## src/rtl/mexp_host_pkg.sv

```systemverilog
// Shared constants and helpers for the exponentiation-core host interface.
// Assumes a 32-bit AXI4-Lite data path and a 15-bit offset space per window.
package mexp_host_pkg;

    localparam int unsigned WIN_BITS  = 15;
    localparam int unsigned NFLAG     = 4;
    localparam logic [WIN_BITS-1:0] CTRL_OFS  = 15'h6000;
    localparam logic [WIN_BITS-1:0] RAM_LIMIT = 15'h6000;

    localparam int unsigned B_PSEL  = 30;
    localparam int unsigned B_DST   = 28;
    localparam int unsigned B_XOP   = 26;
    localparam int unsigned B_YOP   = 24;
    localparam int unsigned B_START = 23;
    localparam int unsigned B_MODE  = 22;
    localparam int unsigned B_SRST  = 20;
    localparam int unsigned B_FLAG  = 12;

    localparam logic [1:0] RESP_OKAY   = 2'b00;
    localparam logic [1:0] RESP_SLVERR = 2'b10;

    typedef struct packed {
        logic [1:0] psel;
        logic [1:0] dst;
        logic [1:0] xop;
        logic [1:0] yop;
        logic       mode;
    } ctrl_fields_t;

    // True when the upper address bits select this block's window
    function automatic logic win_hit(input logic [31:0] addr, input logic [31:0] base);
        return addr[31:WIN_BITS] == base[31:WIN_BITS];
    endfunction

endpackage

```

## src/rtl/mexp_wr_port.sv

```systemverilog
// Write channel of the host interface: joins AW and W into one handshake,
// decodes the target, forwards full-word RAM writes and returns BRESP.
// Assumes one outstanding write; a new write is refused while BVALID is high.
module mexp_wr_port
    import mexp_host_pkg::*;
#(
    parameter int unsigned ADDR_W    = 32,
    parameter int unsigned DATA_W    = 32,
    parameter logic [31:0] BASE_ADDR = 32'h4000_0000,
    localparam int unsigned STRB_W   = DATA_W / 8,
    localparam int unsigned RAM_AW   = WIN_BITS - 2
) (
    input  logic               clk,
    input  logic               rst_n,
    input  logic [ADDR_W-1:0]  awaddr,
    input  logic               awvalid,
    output logic               awready,
    input  logic [DATA_W-1:0]  wdata,
    input  logic [STRB_W-1:0]  wstrb,
    input  logic               wvalid,
    output logic               wready,
    output logic [1:0]         bresp,
    output logic               bvalid,
    input  logic               bready,
    output logic               ctrl_wr,
    output logic               ram_we,
    output logic [RAM_AW-1:0]  ram_waddr,
    output logic [DATA_W-1:0]  ram_wdata
);

    logic                bvalid_q;
    logic [1:0]          bresp_q;
    logic                hs;
    logic                hit;
    logic                in_ram;
    logic                full_word;
    logic [WIN_BITS-1:0] ofs;

    // Accept address and data together, only when no response is pending
    always_comb begin
        awready   = wvalid && !bvalid_q;
        wready    = awvalid && !bvalid_q;
        hs        = awvalid && wvalid && !bvalid_q;
        ofs       = awaddr[WIN_BITS-1:0];
        hit       = win_hit(awaddr, BASE_ADDR);
        in_ram    = hit && (ofs < RAM_LIMIT);
        full_word = &wstrb;
        ctrl_wr   = hs && hit && (ofs[WIN_BITS-1:2] == CTRL_OFS[WIN_BITS-1:2]);
    end

    // Response register: set on handshake, held until the master takes it
    always_ff @(posedge clk) begin
        if (!rst_n) begin
            bvalid_q <= 1'b0;
            bresp_q  <= RESP_OKAY;
        end else if (hs) begin
            bvalid_q <= 1'b1;
            bresp_q  <= (in_ram && !full_word) ? RESP_SLVERR : RESP_OKAY;
        end else if (bready) begin
            bvalid_q <= 1'b0;
        end
    end

    // RAM write port: one-cycle enable for full-word writes into the window
    always_ff @(posedge clk) begin
        if (!rst_n) begin
            ram_we    <= 1'b0;
            ram_waddr <= '0;
            ram_wdata <= '0;
        end else begin
            ram_we <= hs && in_ram && full_word;
            if (hs && in_ram && full_word) begin
                ram_waddr <= ofs[WIN_BITS-1:2];
                ram_wdata <= wdata;
            end
        end
    end

    assign bvalid = bvalid_q;
    assign bresp  = bresp_q;

endmodule

```

## src/rtl/mexp_rd_port.sv

```systemverilog
// Read channel of the host interface: returns the control register at its
// offset and zero elsewhere. Assumes one outstanding read at a time.
module mexp_rd_port
    import mexp_host_pkg::*;
#(
    parameter int unsigned ADDR_W    = 32,
    parameter int unsigned DATA_W    = 32,
    parameter logic [31:0] BASE_ADDR = 32'h4000_0000
) (
    input  logic               clk,
    input  logic               rst_n,
    input  logic [ADDR_W-1:0]  araddr,
    input  logic               arvalid,
    output logic               arready,
    output logic [DATA_W-1:0]  rdata,
    output logic [1:0]         rresp,
    output logic               rvalid,
    input  logic               rready,
    input  logic [DATA_W-1:0]  ctrl_value
);

    logic              rvalid_q;
    logic [DATA_W-1:0] rdata_q;
    logic              is_ctrl;

    // Address decode for the single readable register
    always_comb begin
        is_ctrl = win_hit(araddr, BASE_ADDR)
               && (araddr[WIN_BITS-1:2] == CTRL_OFS[WIN_BITS-1:2]);
        arready = !rvalid_q;
    end

    // Read data register: loaded on handshake, held until RREADY
    always_ff @(posedge clk) begin
        if (!rst_n) begin
            rvalid_q <= 1'b0;
            rdata_q  <= '0;
        end else if (arvalid && !rvalid_q) begin
            rvalid_q <= 1'b1;
            rdata_q  <= is_ctrl ? ctrl_value : '0;
        end else if (rready) begin
            rvalid_q <= 1'b0;
        end
    end

    assign rvalid = rvalid_q;
    assign rdata  = rdata_q;
    assign rresp  = RESP_OKAY;

endmodule

```

## src/rtl/mexp_ctrl_file.sv

```systemverilog
// Control/status register: operand and mode fields, self-clearing start and
// soft-reset bits, and sticky event flags feeding a level interrupt.
// Assumes events are single-cycle pulses; an event beats any same-cycle clear
// except a soft reset.
module mexp_ctrl_file
    import mexp_host_pkg::*;
#(
    parameter int unsigned DATA_W = 32,
    localparam int unsigned STRB_W = DATA_W / 8
) (
    input  logic               clk,
    input  logic               rst_n,
    input  logic               wr_en,
    input  logic [DATA_W-1:0]  wdata,
    input  logic [STRB_W-1:0]  wstrb,
    input  logic [NFLAG-1:0]   ev,
    output ctrl_fields_t       fields,
    output logic               start_p,
    output logic               srst_p,
    output logic               irq,
    output logic [DATA_W-1:0]  rd_value
);

    ctrl_fields_t     fields_q;
    logic [NFLAG-1:0] flags_q;
    logic             srst_req;
    logic             start_req;
    logic             lane_hi;
    logic             lane_cmd;
    logic             lane_flag;

    // Decode the command bits of the current write
    always_comb begin
        lane_hi   = wr_en && wstrb[B_PSEL/8];
        lane_cmd  = wr_en && wstrb[B_START/8];
        lane_flag = wr_en && wstrb[B_FLAG/8];
        srst_req  = lane_cmd && wdata[B_SRST];
        start_req = lane_cmd && wdata[B_START] && !srst_req;
    end

    // Field storage, byte-lane gated, cleared by soft reset
    always_ff @(posedge clk) begin
        if (!rst_n || srst_req) begin
            fields_q <= '0;
        end else begin
            if (lane_hi) begin
                fields_q.psel <= wdata[B_PSEL+1:B_PSEL];
                fields_q.dst  <= wdata[B_DST+1:B_DST];
                fields_q.xop  <= wdata[B_XOP+1:B_XOP];
                fields_q.yop  <= wdata[B_YOP+1:B_YOP];
            end
            if (lane_cmd) begin
                fields_q.mode <= wdata[B_MODE];
            end
        end
    end

    // One-cycle command pulses to the engine
    always_ff @(posedge clk) begin
        if (!rst_n) begin
            start_p <= 1'b0;
            srst_p  <= 1'b0;
        end else begin
            start_p <= start_req;
            srst_p  <= srst_req;
        end
    end

    // Sticky flags, one per event line
    for (genvar i = 0; i < NFLAG; i++) begin : g_flag
        always_ff @(posedge clk) begin
            if (!rst_n || srst_req) begin
                flags_q[i] <= 1'b0;
            end else if (ev[i]) begin
                flags_q[i] <= 1'b1;
            end else if (start_req || (lane_flag && !wdata[B_FLAG+i])) begin
                flags_q[i] <= 1'b0;
            end
        end
    end

    // Readback image; unimplemented and self-clearing bits read as zero
    always_comb begin
        rd_value                      = '0;
        rd_value[B_PSEL+1:B_PSEL]     = fields_q.psel;
        rd_value[B_DST+1:B_DST]       = fields_q.dst;
        rd_value[B_XOP+1:B_XOP]       = fields_q.xop;
        rd_value[B_YOP+1:B_YOP]       = fields_q.yop;
        rd_value[B_MODE]              = fields_q.mode;
        rd_value[B_FLAG+NFLAG-1:B_FLAG] = flags_q;
    end

    assign fields = fields_q;
    assign irq    = |flags_q;

endmodule

```

## src/rtl/mexp_host_if.sv

```systemverilog
// Top of the exponentiation-core host interface: AXI4-Lite slave, control
// register and operand RAM write window. Assumes BASE_ADDR[14:0] is zero.
module mexp_host_if
    import mexp_host_pkg::*;
#(
    parameter int unsigned ADDR_W    = 32,
    parameter int unsigned DATA_W    = 32,
    parameter logic [31:0] BASE_ADDR = 32'h4000_0000,
    localparam int unsigned STRB_W   = DATA_W / 8,
    localparam int unsigned RAM_AW   = WIN_BITS - 2
) (
    input  logic               clk,
    input  logic               rst_n,
    input  logic [ADDR_W-1:0]  s_awaddr,
    input  logic               s_awvalid,
    output logic               s_awready,
    input  logic [DATA_W-1:0]  s_wdata,
    input  logic [STRB_W-1:0]  s_wstrb,
    input  logic               s_wvalid,
    output logic               s_wready,
    output logic [1:0]         s_bresp,
    output logic               s_bvalid,
    input  logic               s_bready,
    input  logic [ADDR_W-1:0]  s_araddr,
    input  logic               s_arvalid,
    output logic               s_arready,
    output logic [DATA_W-1:0]  s_rdata,
    output logic [1:0]         s_rresp,
    output logic               s_rvalid,
    input  logic               s_rready,
    input  logic [NFLAG-1:0]   ev_i,
    output logic [1:0]         pipe_sel_o,
    output logic [1:0]         dst_op_o,
    output logic [1:0]         x_op_o,
    output logic [1:0]         y_op_o,
    output logic               exp_mode_o,
    output logic               start_o,
    output logic               core_rst_o,
    output logic               irq_o,
    output logic               ram_we_o,
    output logic [RAM_AW-1:0]  ram_waddr_o,
    output logic [DATA_W-1:0]  ram_wdata_o
);

    logic              ctrl_wr;
    logic [DATA_W-1:0] ctrl_value;
    ctrl_fields_t      fields;

    mexp_wr_port #(
        .ADDR_W(ADDR_W), .DATA_W(DATA_W), .BASE_ADDR(BASE_ADDR)
    ) u_wr (
        .clk(clk), .rst_n(rst_n),
        .awaddr(s_awaddr), .awvalid(s_awvalid), .awready(s_awready),
        .wdata(s_wdata), .wstrb(s_wstrb), .wvalid(s_wvalid), .wready(s_wready),
        .bresp(s_bresp), .bvalid(s_bvalid), .bready(s_bready),
        .ctrl_wr(ctrl_wr),
        .ram_we(ram_we_o), .ram_waddr(ram_waddr_o), .ram_wdata(ram_wdata_o)
    );

    mexp_rd_port #(
        .ADDR_W(ADDR_W), .DATA_W(DATA_W), .BASE_ADDR(BASE_ADDR)
    ) u_rd (
        .clk(clk), .rst_n(rst_n),
        .araddr(s_araddr), .arvalid(s_arvalid), .arready(s_arready),
        .rdata(s_rdata), .rresp(s_rresp), .rvalid(s_rvalid), .rready(s_rready),
        .ctrl_value(ctrl_value)
    );

    mexp_ctrl_file #(
        .DATA_W(DATA_W)
    ) u_ctrl (
        .clk(clk), .rst_n(rst_n),
        .wr_en(ctrl_wr), .wdata(s_wdata), .wstrb(s_wstrb), .ev(ev_i),
        .fields(fields), .start_p(start_o), .srst_p(core_rst_o),
        .irq(irq_o), .rd_value(ctrl_value)
    );

    // Fan the stored fields out to the engine control pins
    always_comb begin
        pipe_sel_o = fields.psel;
        dst_op_o   = fields.dst;
        x_op_o     = fields.xop;
        y_op_o     = fields.yop;
        exp_mode_o = fields.mode;
    end

endmodule

```

## config.mk

```make
export PLATFORM = sky130hd
export DESIGN_NAME = mexp_host_if
export DESIGN_NICKNAME = d
export VERILOG_FILES = /design/src/rtl/mexp_host_pkg.sv /design/src/rtl/mexp_wr_port.sv /design/src/rtl/mexp_rd_port.sv /design/src/rtl/mexp_ctrl_file.sv /design/src/rtl/mexp_host_if.sv
export SDC_FILE = /design/constraint.sdc
export NUM_CORES = 1
export LEC_CHECK = 0
export BUFFER_PORTS_ARGS = -buffer_cell sky130_fd_sc_hd__buf_2
export CAP_MARGIN = 20
export CORE_MARGIN = 2
export CORE_UTILIZATION = 49
export DETAILED_ROUTE_END_ITERATION = 12
export GPL_TIMING_DRIVEN = 0
export MAX_ROUTING_LAYER = met4
export PLACE_DENSITY = 0.85
export SYNTH_ARGS = -nofsm -noshare
export SYNTH_HDL_FRONTEND = slang
export SYNTH_HIERARCHICAL = 1
export SYNTH_SLANG_ARGS = --single-unit
```

## constraint.sdc

```tcl
create_clock -name clk -period 5.9 [get_ports clk]
set_input_delay 0.59 -clock clk [delete_from_list [all_inputs] [get_ports clk]]
set_output_delay 0.59 -clock clk [all_outputs]
set_load 0.05 [all_outputs]
```

Yosys cells after proc, flatten, opt, wreduce, memory -nomap -nowiden
Index checks and enable logic that the tools add are counted.
{"block": "op_classes", "n_addsub": 0, "n_mul": 0, "div": 0, "n_lt_le_gt_ge": 1, "n_eq_ne": 4, "shift": 0, "mux": 14, "n_bitwise": 0, "reduce_logical": 44}
{"op": "$eq A17 B16 Y1 const B", "n": 2}
{"op": "$mux W32", "n": 1}
{"op": "$eq A13 B13 Y1 const B", "n": 2}
{"op": "$logic_and A1 B1 Y1", "n": 22}
{"op": "$lt A15 B15 Y1 const B", "n": 1}
{"op": "$mux W1", "n": 12}
{"op": "$reduce_bool A2 Y1", "n": 6}
{"op": "$logic_not A1 Y1", "n": 9}
{"op": "$logic_or A1 B1 Y1", "n": 5}
{"op": "$reduce_and A4 Y1", "n": 1}
{"op": "$reduce_or A4 Y1", "n": 1}
{"op": "$mux W2", "n": 1}
{"block": "word_totals", "ff_bits": 97, "latch_bits": 0, "ramBits": 0, "rom_bits": 0, "out_inout_bits": 99, "wordCells": 81, "memories": 0}

Logic depth before layout (Yosys ltp)
Gate-level depths: netlist (run 1).
{"block": "logic_depth", "word_depth": 11, "depth_mapped": 9, "depth_no_buf": 7}

By module
The synthesis (run 1) kept the hierarchy.
{"mod": "mexp_wr_port", "instances": 1, "cells_per_inst": 226, "area_per_inst_um2": 2085.8}
{"mod": "mexp_rd_port", "instances": 1, "cells_per_inst": 91, "area_per_inst_um2": 1141.1}
{"mod": "mexp_ctrl_file", "instances": 1, "cells_per_inst": 96, "area_per_inst_um2": 862.1}

Worst setup path after synthesis (run 1)
Ideal clock, no wire load.
{"block": "synth_path", "path_kind": "input -> register", "from": "input s_awaddr[15]", "to": "register u_ctrl.flags_q[0], in the netlist u_ctrl/rd_value[12]", "setup_time_ns": 0.116, "t_arrival_ns": 2.344, "t_required_ns": 5.784, "path_slack_ns": 3.441, "stages": 9, "n_path_buf": 2, "path_cell_list": "or4_4 > nor4_4 > nand2_1 > nor4_1 > buf_6 > nand3_2 > nand2_4 > buf_12 > nor2_2"}
{"block": "synth_via", "elab_chain_cells": 9, "word_cells_on_any_way": 13}
{"item": "from (decl)", "line_no": "mexp_host_if.sv:14", "rtl": "input logic [ADDR_W-1:0] s_awaddr,"}
{"item": "$eq A17 B16 Y1 (*)", "line_no": "mexp_host_pkg.sv:32", "rtl": "return addr[31:WIN_BITS] == base[31:WIN_BITS];"}
{"item": "$logic_and A1 B1 Y1 (*) (2 in series)", "line_no": "mexp_wr_port.sv:48", "rtl": "ctrl_wr = hs && hit && (ofs[WIN_BITS-1:2] == CTRL_OFS[WIN_BITS-1:2]);"}
{"item": "via ctrl_wr", "line_no": "mexp_host_if.sv:45", "rtl": "logic ctrl_wr;"}
{"item": "$logic_and A1 B1 Y1", "line_no": "mexp_ctrl_file.sv:35", "rtl": "lane_cmd = wr_en && wstrb[B_START/8];"}
{"item": "$logic_and A1 B1 Y1", "line_no": "mexp_ctrl_file.sv:37", "rtl": "srst_req = lane_cmd && wdata[B_SRST];"}
{"item": "$logic_not A1 Y1", "line_no": "mexp_ctrl_file.sv:38", "rtl": "start_req = lane_cmd && wdata[B_START] && !srst_req;"}
{"item": "$logic_and A1 B1 Y1", "line_no": "mexp_ctrl_file.sv:38"}
{"item": "$logic_or A1 B1 Y1", "line_no": "mexp_ctrl_file.sv:76", "rtl": "end else if (start_req || (lane_flag && !wdata[B_FLAG+i])) begin"}
{"item": "$reduce_bool A2 Y1 (no line)"}
{"item": "to (signal, indexed assignment)", "line_no": "mexp_ctrl_file.sv:73", "rtl": "flags_q[i] <= 1'b0;"}
{"item": "to (signal, indexed assignment)", "line_no": "mexp_ctrl_file.sv:75", "rtl": "flags_q[i] <= 1'b1;"}
{"item": "to (signal, indexed assignment)", "line_no": "mexp_ctrl_file.sv:77", "rtl": "flags_q[i] <= 1'b0;"}
{"item": "to (decl)", "line_no": "mexp_ctrl_file.sv:25", "rtl": "logic [NFLAG-1:0] flags_q;"}
The timed path passes the listed nets; every way through them passes the cells marked *.
A chain may end at the register's enable or synchronous reset.

Worst setup path after layout (run 1)
{"block": "layout_path", "from": "input s_awaddr[26]", "to": "register u_ctrl.flags_q[1], in the netlist u_ctrl/rd_value[13]"}
Same word-level chain as after synthesis.

==> results of run 1 <==
per-layer routing:
layer  up-vias  part of all wire  track usage  routed length, um
met4         0            0.0093       0.0628                 98
li1       1823                 -            -                  -
met1      1700              0.39        0.255               4140
met5         -                 0            -                  0
met2       158              0.52        0.437               5520
met3        11             0.074       0.0530                778
worst paths after layout:
| path | startpoint | endpoint | slack, ns | depth (start not counted) |
|---|---|---|---|---|
| max | s_awaddr[26] | u_ctrl/rd_value[13]$_SDFFE_PP0P_ | 3.45 | 10 |
| min | s_rready | u_rd/rvalid$_SDFFE_PN0P_ | 0.43 | 2 |
| max reg2reg | u_wr/bvalid$_SDFFE_PN0P_ | u_ctrl/rd_value[13]$_SDFFE_PP0P_ | 3.86 | 9 |
| min reg2reg | u_wr/bresp[1]$_SDFFE_PN0P_ | u_wr/bresp[1]$_SDFFE_PN0P_ | 0.46 | 2 |
cells by family after synthesis:
kind of cell,after synthesis,share of synthesized area
compound gates,50,0.0991
buf+inv,59,0.114
flops,96,0.470
mux,45,0.110
other cells,3,0.00275
simple gates,160,0.204
through the flow:
| step | util | hold WS, ns | area (um2) | setup slack [ns] | total power, mW |
|---|---|---|---|---|---|
| after floorplan | - | 0.455 | 4160 | 3.44 | 0.729 |
| final | 0.676 | 0.433 | 5500 | 3.45 | 1.20 |
| after global placement | 0.652 | 0.439 | 5300 | 3.08 | 0.782 |
| after detailed placement | 0.652 | 0.445 | 5300 | 3.08 | 0.785 |
| after global routing | 0.676 | 0.430 | 5500 | 3.27 | 1.25 |
| after CTS | 0.676 | 0.421 | 5500 | 3.45 | 1.21 |
critical path, cell delays in order:
cell and delay (ns):
buf_2 0.10, or4_2 0.68, nor2_1 0.22, nand2_1 0.08, nor4_1 0.40, buf_6 0.21, nand3_2 0.12, nand2_4 0.12
buf_12 0.14, nor2_2 0.04
sequential cells by signal, summed over array words and instances, names as in the netlist, 4 cells and up:
signal,cells
u_wr/ram_wdata,32
u_wr/ram_waddr,13
u_ctrl/fields,9
u_ctrl/rd_value,4
u_rd/rdata,32
Yosys cell counts (all sizes together):
cell type,n
nor3,1
a21oi,11
nand3b,5
or4,5
nor4,9
nor4b,1
and4bb,1
conb,3
nor2b,2
or2b,1
or3,1
a31oi,4
clkbuf,13
nand2,107
nor2,9
a21boi,2
and3,1
a22o,32
nand2b,1
nand4b,1
nand3,10
nand4,4
mux2i,45
dfxtp,96
a211oi,1
buf,43
inv,3
and2,1
area by class of cell:
| cell class | count | area [um2] | area share |
|---|---|---|---|
| tap | 105 | 131 | 0.0239 |
| multi-input combinational | 277 | 1770 | 0.322 |
| sequential | 96 | 1920 | 0.349 |
| inverter | 3 | 11.3 | 0.00205 |
| timing repair buffer | 202 | 1010 | 0.184 |
| clock inverter | 5 | 66.3 | 0.0121 |
| clock buffer | 11 | 131 | 0.0239 |
| buffer | 56 | 454 | 0.0826 |
power by group:
| group | switching (mW) | internal [mW] | leakage, nW |
|---|---|---|---|
| Sequential | 0.00275 | 0.650 | 0.775 |
| Combinational | 0.0655 | 0.0509 | 1.76 |
| Clock | 0.230 | 0.201 | 0.0956 |
| Total | 0.298 | 0.902 | 2.63 |
==> metrics, run 1 <==
top cells by area, synth dfxtp_1 47%, mux2i_1 11%, nand2_1 9.6%, a22o_1 6.9%, buf_4 5.7%; site row count 33; Max Cap Viol 0; Nets 756; TritonCTS Sinks 96; root buffer cell clkbuf_8; post-detail-place hpwl 8.59 mm; path class of the lowest-slack min-delay path input port to flip-flop; global placer's final weighted congestion 0.796; Seq cells post-synth 96; area overhead of the layout relative to synthesis 34.5%; number of post-CTS setup repair buffers 0; Post-CTS Hold Buffers 0; number of non-filler instances in the completed layout 755; die outline area 9090 um2; fraction of final layout cells sized beyond drive strength 1 0.438; Req. time, crit path 6.15 ns; most common library cell in the layout ignoring fill and taps buf_2; total congestion overflow after global routing 0; crit share post-route 0.415; number of placed instances with taps included 739; number of ports placed on the die boundary 210; Worst Path Arrival 2.70 ns; max frequency 0.408 GHz; clock tree from TritonCTS yes; remaining design rule violation count 0; number of library cell types mapped by synthesis 42; input/output buffers 202; area leader, netlist dfxtp_1; peak ir drop on the vdd network 0.000128 V; TritonRoute pass-1 iters 5; Post-Synthesis Cells 413; time the final worst path needs with I/O delays and setup 2.45 ns; wire length of the first global-routing pass 16.3 mm; largest buffer count on any clock path 2; Worst Path Class, Setup input port to flip-flop; total number of vias 3692; clock latency on the worst-skew pair 0.35 ns; largest net degree at the start of global routing 17; final routed wirelength across all metal layers 10.5 mm; Inserted Clock Buffers 9; Fin. Hold Viols 0; overall track demand over capacity in global routing 0.237; Syn. warnings 6; die outline width 95.4 um; largest fanout on the critical path 10; starting DRC count in detailed routing 49; average footprint of a synthesized cell 9.90 um2; CTS H-tree depth 3; Vias per Instance 4.89; via count of the first global-routing pass 3574; number of max-slew violations in the final report 0; Core Area 8130 um2; Synth top area share 0.470; final antenna diode count 0; Setup Total Neg Slack 0 ns; number of setup violations in the final report 0; top library cells by usage in the layout, fill and taps aside 203 x buf_2, 105 x nand2_1, 96 x dfxtp_1, 45 x mux2i_1, 32 x a22o_1; Die Span Y 95.4 um; final clock skew 0.00849 ns; clock slew seen by the registers of the worst setup and hold paths 0.09 ns; cts repair resizes 0; PwrDens 218 nW/um2; sequential share of the synthesized area 0.470; Post-Synthesis Cell Area 4090 um2; starting density of the core 0.503; antenna violations before repair 0; Leak 2.63 nW; startpoint class of the critical path input port; result of the run finished clean; setup repair after global routing missed its margin no; antenna violation net count after detailed routing 0; wire per inst 13.9 um; count of filler cells inserted in the layout 709; kind of end point of the critical path flip-flop
(Power assumes the default switching activity.)
==> inputs of run 2 (changes only) <==
CORE_UTILIZATION = 41   (was 49)
PLACE_DENSITY = 0.76   (was 0.85)
clock period = 2.1 ns   (was 5.9 ns; I/O delays follow)
==> run 2 against run 1 <==
Clock power rose to 2.7 times the previous value; via count fell by 0.62%; critical endpoint unchanged; largest cell class unchanged; design area grew 0.61%.
==> metrics, run 2 (synthesis gave the netlist of run 1 again) <==
Fin. Hold Viols 0; post-detail-place hpwl 8.68 mm; clock latency on the worst-skew pair 0.36 ns; fraction of final layout cells sized beyond drive strength 1 0.438; Max Cap Viol 0; total congestion overflow after global routing 0; largest fanout on the critical path 8; TritonCTS Sinks 96; starting density of the core 0.420; most common library cell in the layout ignoring fill and taps buf_2; via count of the first global-routing pass 3634; clock slew seen by the registers of the worst setup and hold paths 0.08 ns; number of ports placed on the die boundary 210; die outline width 104 um; total number of vias 3669; PwrDens 600 nW/um2; remaining design rule violation count 0; antenna violations before repair 0; largest net degree at the start of global routing 15; Worst Path Arrival 2.23 ns; result of the run finished clean; TritonRoute pass-1 iters 4; site row count 36; antenna violation net count after detailed routing 0; number of setup violations in the final report 0; area overhead of the layout relative to synthesis 35.3%; Die Span Y 104 um; final routed wirelength across all metal layers 10.8 mm; clock tree from TritonCTS yes; root buffer cell clkbuf_8; overall power after layout 3.32 mW; crit share post-route 0.941; Post-CTS Hold Buffers 0; Leak 2.64 nW; largest buffer count on any clock path 2; Vias per Instance 4.69; time the final worst path needs with I/O delays and setup 1.98 ns; max frequency 0.506 GHz; setup repair after global routing missed its margin no; worst hold margin 0.0381 ns; final clock skew 0.00515 ns; startpoint class of the critical path flip-flop; Inserted Clock Buffers 9; die outline area 10800 um2; worst slack at placement -0.374 ns; CTS H-tree depth 3; number of post-CTS setup repair buffers 0; wire length of the first global-routing pass 17.4 mm; Nets 756; overall track demand over capacity in global routing 0.207; Core Area 9730 um2; Req. time, crit path 2.35 ns; starting DRC count in detailed routing 130; Setup Total Neg Slack 0 ns; Worst Path Class, Setup flip-flop to flip-flop; global placer's final weighted congestion 0.762; wire per inst 13.8 um; number of max-slew violations in the final report 0; top library cells by usage in the layout, fill and taps aside 203 x buf_2, 105 x nand2_1, 96 x dfxtp_1, 45 x mux2i_1, 32 x a22o_1; kind of end point of the critical path flip-flop; input/output buffers 202; path class of the lowest-slack min-delay path input port to flip-flop; peak ir drop on the vdd network 0.000310 V; final setup slack of the worst path 0.124 ns
[run 2: cell count changes in the layout (fill, tap and decap cells not counted)]
cell,before,now
nor4_1,4,3
clkbuf_1,15,16
inv_8,1,0
clkinvlp_4,1,0
clkinv_2,0,1
nor4_4,2,3
diode_2,0,1
clkinv_4,2,1
[run 2: report_power, final]
| group | leakage, nW | internal (mW) | switching [mW] |
|---|---|---|---|
| clock | 0.0904 | 0.547 | 0.611 |
| combinational | 1.77 | 0.143 | 0.186 |
| sequential | 0.775 | 1.83 | 0.00701 |
[run 2: layout make-up]
| type | instances | area [um2] |
|---|---|---|
| fillers | 892 | 4200 |
| flip-flops and latches | 96 | 1920 |
| multi-input cells | 277 | 1790 |
| repair buffers | 202 | 1010 |
| plain buffers | 56 | 454 |
| well taps | 133 | 166 |
| clock buffers | 12 | 135 |
| clock inverters | 3 | 43.8 |
| inverters | 3 | 11.3 |
| diodes | 1 | 2.50 |
[run 2: repair_timing]
item,CTS,global route
resized for setup,1,1
hold endpoints to repair,0,0
endpoints found under the setup margin,2,3
[run 2: final timing paths]
check | start | endpoint | slack, ns | cells past startpoint
worst min register to register | u_wr/ram_waddr[0]$_SDFFE_PN0P_ | u_wr/ram_waddr[0]$_SDFFE_PN0P_ | 0.46 | 2
worst max register to register | u_wr/bvalid$_SDFFE_PN0P_ | u_ctrl/rd_value[13]$_SDFFE_PP0P_ | 0.12 | 8
worst min-delay path | s_rready | u_rd/rvalid$_SDFFE_PN0P_ | 0.04 | 2
worst max-delay path | u_wr/bvalid$_SDFFE_PN0P_ | u_ctrl/rd_value[13]$_SDFFE_PP0P_ | 0.12 | 8
[run 2: critical path: stages (launching register included)]
cell and delay (ns):
dfxtp_1 0.35, nand3b_4 0.19, nor4_4 0.26, nand2_1 0.13, nor4_4 0.32, buf_6 0.19, nand4b_4 0.13, a31oi_1 0.25
nor2_2 0.05
[run 2: per-stage QoR]
step | instances | utilization | area [um2]
after floorplan | 432 | - | 4160
after global placement | 767 | 0.549 | 5340
after detailed placement | 767 | 0.549 | 5340
after CTS | 782 | 0.568 | 5520
after global routing | 782 | 0.569 | 5530
final | 783 | 0.569 | 5530
[run 2: routing by layer]
layer / track usage / part of all wire / vias to the layer above
met3: 0.0407 / 0.067 / 15
met1: 0.232 / 0.42 / 1646
met2: 0.360 / 0.50 / 177
met4: 0.0849 / 0.015 / 0
met5: - / 0 / -
li1: - / - / 1831
==> inputs of run 3 (changes only) <==
clock period = 1.8 ns   (was 2.1 ns; I/O delays follow)
==> run 3 against run 2 <==
Clock power increased by 26%; sequential power increased by 17%; first-iteration DRC count increased by 18%; non-clock buffer count increased by 7; flip-flop and latch count unchanged; routed wire length increased by 7.5%; clock skew increased by 0.0011 ns; largest power group unchanged.
==> metrics, run 3 (synthesis gave the netlist of run 1 again) <==
largest net degree at the start of global routing 16; Vias per Instance 4.74; total number of vias 3743; die outline area 10800 um2; R2R Path Start u_wr/bvalid$_SDFFE_PN0P_; clock slew seen by the registers of the worst setup and hold paths 0.09 ns; crit share post-route 0.988; starting density of the core 0.420; starting DRC count in detailed routing 154; Req. time, crit path 2.06 ns; final routed wirelength across all metal layers 11.6 mm; overall power after layout 4.01 mW; top library cells by usage in the layout, fill and taps aside 203 x buf_2, 104 x nand2_1, 94 x dfxtp_1, 45 x mux2i_1, 37 x buf_4; cell family with the largest share of critical-path delay simple AND/OR/NAND/NOR gates; wire per inst 14.7 um; Nets 763; max frequency 0.563 GHz; number of non-filler instances in the completed layout 790; final antenna diode count 0; via count of the first global-routing pass 3700; part of the power in the clock network 0.364; delay of the slowest cell on the worst path 0.54 ns; Worst Path Class, Setup input port to flip-flop; setup repair after global routing missed its margin yes; largest buffer count on any clock path 2; die outline width 104 um; worst hold margin 0.0184 ns; antenna violations before repair 0; number of ports placed on the die boundary 210; final clock skew 0.00624 ns; count of filler cells inserted in the layout 859; Die Span Y 104 um; clock tree from TritonCTS yes; hold wc startpoint ev_i[1]; Inserted Clock Buffers 9; critical path startpoint s_awaddr[15]; most common library cell in the layout ignoring fill and taps buf_2; number of max-slew violations in the final report 0; overall track demand over capacity in global routing 0.215; cell chain of the critical path buf_2 -> or4_4 -> nor4_4 -> nand2_2 -> nor4_4 -> buf_6 -> nand4b_4 -> a31oi_4 -> nor2_2; CTS H-tree depth 3; Logic pwr share 0.102; endpoint of the worst-slack reg-to-reg timing path u_ctrl/rd_value[15]$_SDFFE_PP0P_; antenna violation net count after detailed routing 0; Leak 2.69 nW; remaining design rule violation count 0; Fin. Hold Viols 0; power share of the sequential group 0.534; post-detail-place hpwl 9.24 mm; number of placed instances with taps included 767; final core utilization 0.585; fraction of final layout cells sized beyond drive strength 1 0.458; TritonCTS Sinks 96; number of setup violations in the final report 0; root buffer cell clkbuf_8; Setup Total Neg Slack 0 ns; time the final worst path needs with I/O delays and setup 1.78 ns; peak ir drop on the vdd network 0.000370 V; Core Area 9730 um2; Worst Hold Path EP u_ctrl/rd_value[13]$_SDFFE_PP0P_; area overhead of the layout relative to synthesis 39.2%; most common cell type on the critical path nor4_4; Hold Path Depth 3; clock latency on the worst-skew pair 0.36 ns; PwrDens 705 nW/um2; site row count 36; TritonRoute pass-1 iters 5; wire length of the first global-routing pass 17.9 mm; input/output buffers 202; startpoint class of the critical path input port; total buffers and inverters traversed by the critical path 2; total congestion overflow after global routing 0; global placer's final weighted congestion 0.867; net switching power 0.980 mW; Worst Path Arrival 2.04 ns; largest fanout on the critical path 7; register-to-register setup slack 0.03 ns; Sw Share 0.244; result of the run finished clean; internal power component 3.03 mW; cells on worst reg2reg path 8; path class of the lowest-slack min-delay path input port to flip-flop; Max stage delay cell, worst path or4_4; kind of end point of the critical path flip-flop; Max Cap Viol 0
[run 3: cell count changes in the layout (fill, tap and decap cells not counted), sizes merged]
cell	delta
diode	-1
dlygate4sd3	+1
clkinvlp	+2
buf	+6
clkinv	-1
[run 3: worst max path at each step]
stage                                                  end  cells after the start
after detailed placement  u_ctrl/rd_value[12]$_SDFFE_PP0P_                      9
after global placement    u_ctrl/rd_value[14]$_SDFFE_PP0P_                      9
after floorplan           u_ctrl/rd_value[12]$_SDFFE_PP0P_                      8
after CTS                 u_ctrl/rd_value[15]$_SDFFE_PP0P_                      8
after global routing      u_ctrl/rd_value[15]$_SDFFE_PP0P_                      8
final                     u_ctrl/rd_value[15]$_SDFFE_PP0P_                      9
[run 3: layout make-up]
class | count | area [um2] | area share
plain buffers | 56 | 458 | 0.0804
clock buffers | 12 | 155 | 0.0273
clock inverters | 4 | 51.3 | 0.00901
inverters | 3 | 15.0 | 0.00264
multi-input cells | 277 | 1850 | 0.326
flip-flops and latches | 96 | 1930 | 0.338
well taps | 133 | 166 | 0.0292
repair buffers | 209 | 1070 | 0.187
[run 3: timing repair]
item	in CTS	in global routing
gates resized for setup	2	8
buffers inserted	0	6
pin swaps	0	4
hold endpoints to repair	1	0
endpoints found under the setup margin	3	13
hold buffers	1	0
[run 3: power by group through the flow]
| stage | clock (mW) | sequential (mW) | combinational [mW] |
|---|---|---|---|
| final | 1.46 | 2.14 | 0.408 |
| after global placement | 0 | 2.19 | 0.381 |
| after detailed placement | 0 | 2.19 | 0.391 |
| after floorplan | 0 | 2.20 | 0.196 |
| after CTS | 1.50 | 2.14 | 0.395 |
| after global routing | 1.59 | 2.14 | 0.444 |
[run 3: worst register-to-register path: cells and delay by family (launching register included)]
kind,cells,cell delay (ns)
buffers and inverters,1,0.19
flip-flops,1,0.36
AO/OA/AOI/OAI,1,0.25
AND/OR/NAND/NOR,6,0.88
[run 3: stage by stage]
step	area (um2)	worst slack [ns]
floorplan	4190	0.0386
global placement	5370	-0.228
detailed placement	5370	-0.295
CTS	5600	-0.0155
global route	5690	-0.0905
finish	5690	0.0225
[run 3: metal layers]
metal,up-vias,GRT usage,routed length [um]
met5,-,-,0
met4,0,0.0618,122
met3,10,0.0551,758
met2,168,0.387,5990
met1,1725,0.234,4760
li1,1840,-,-
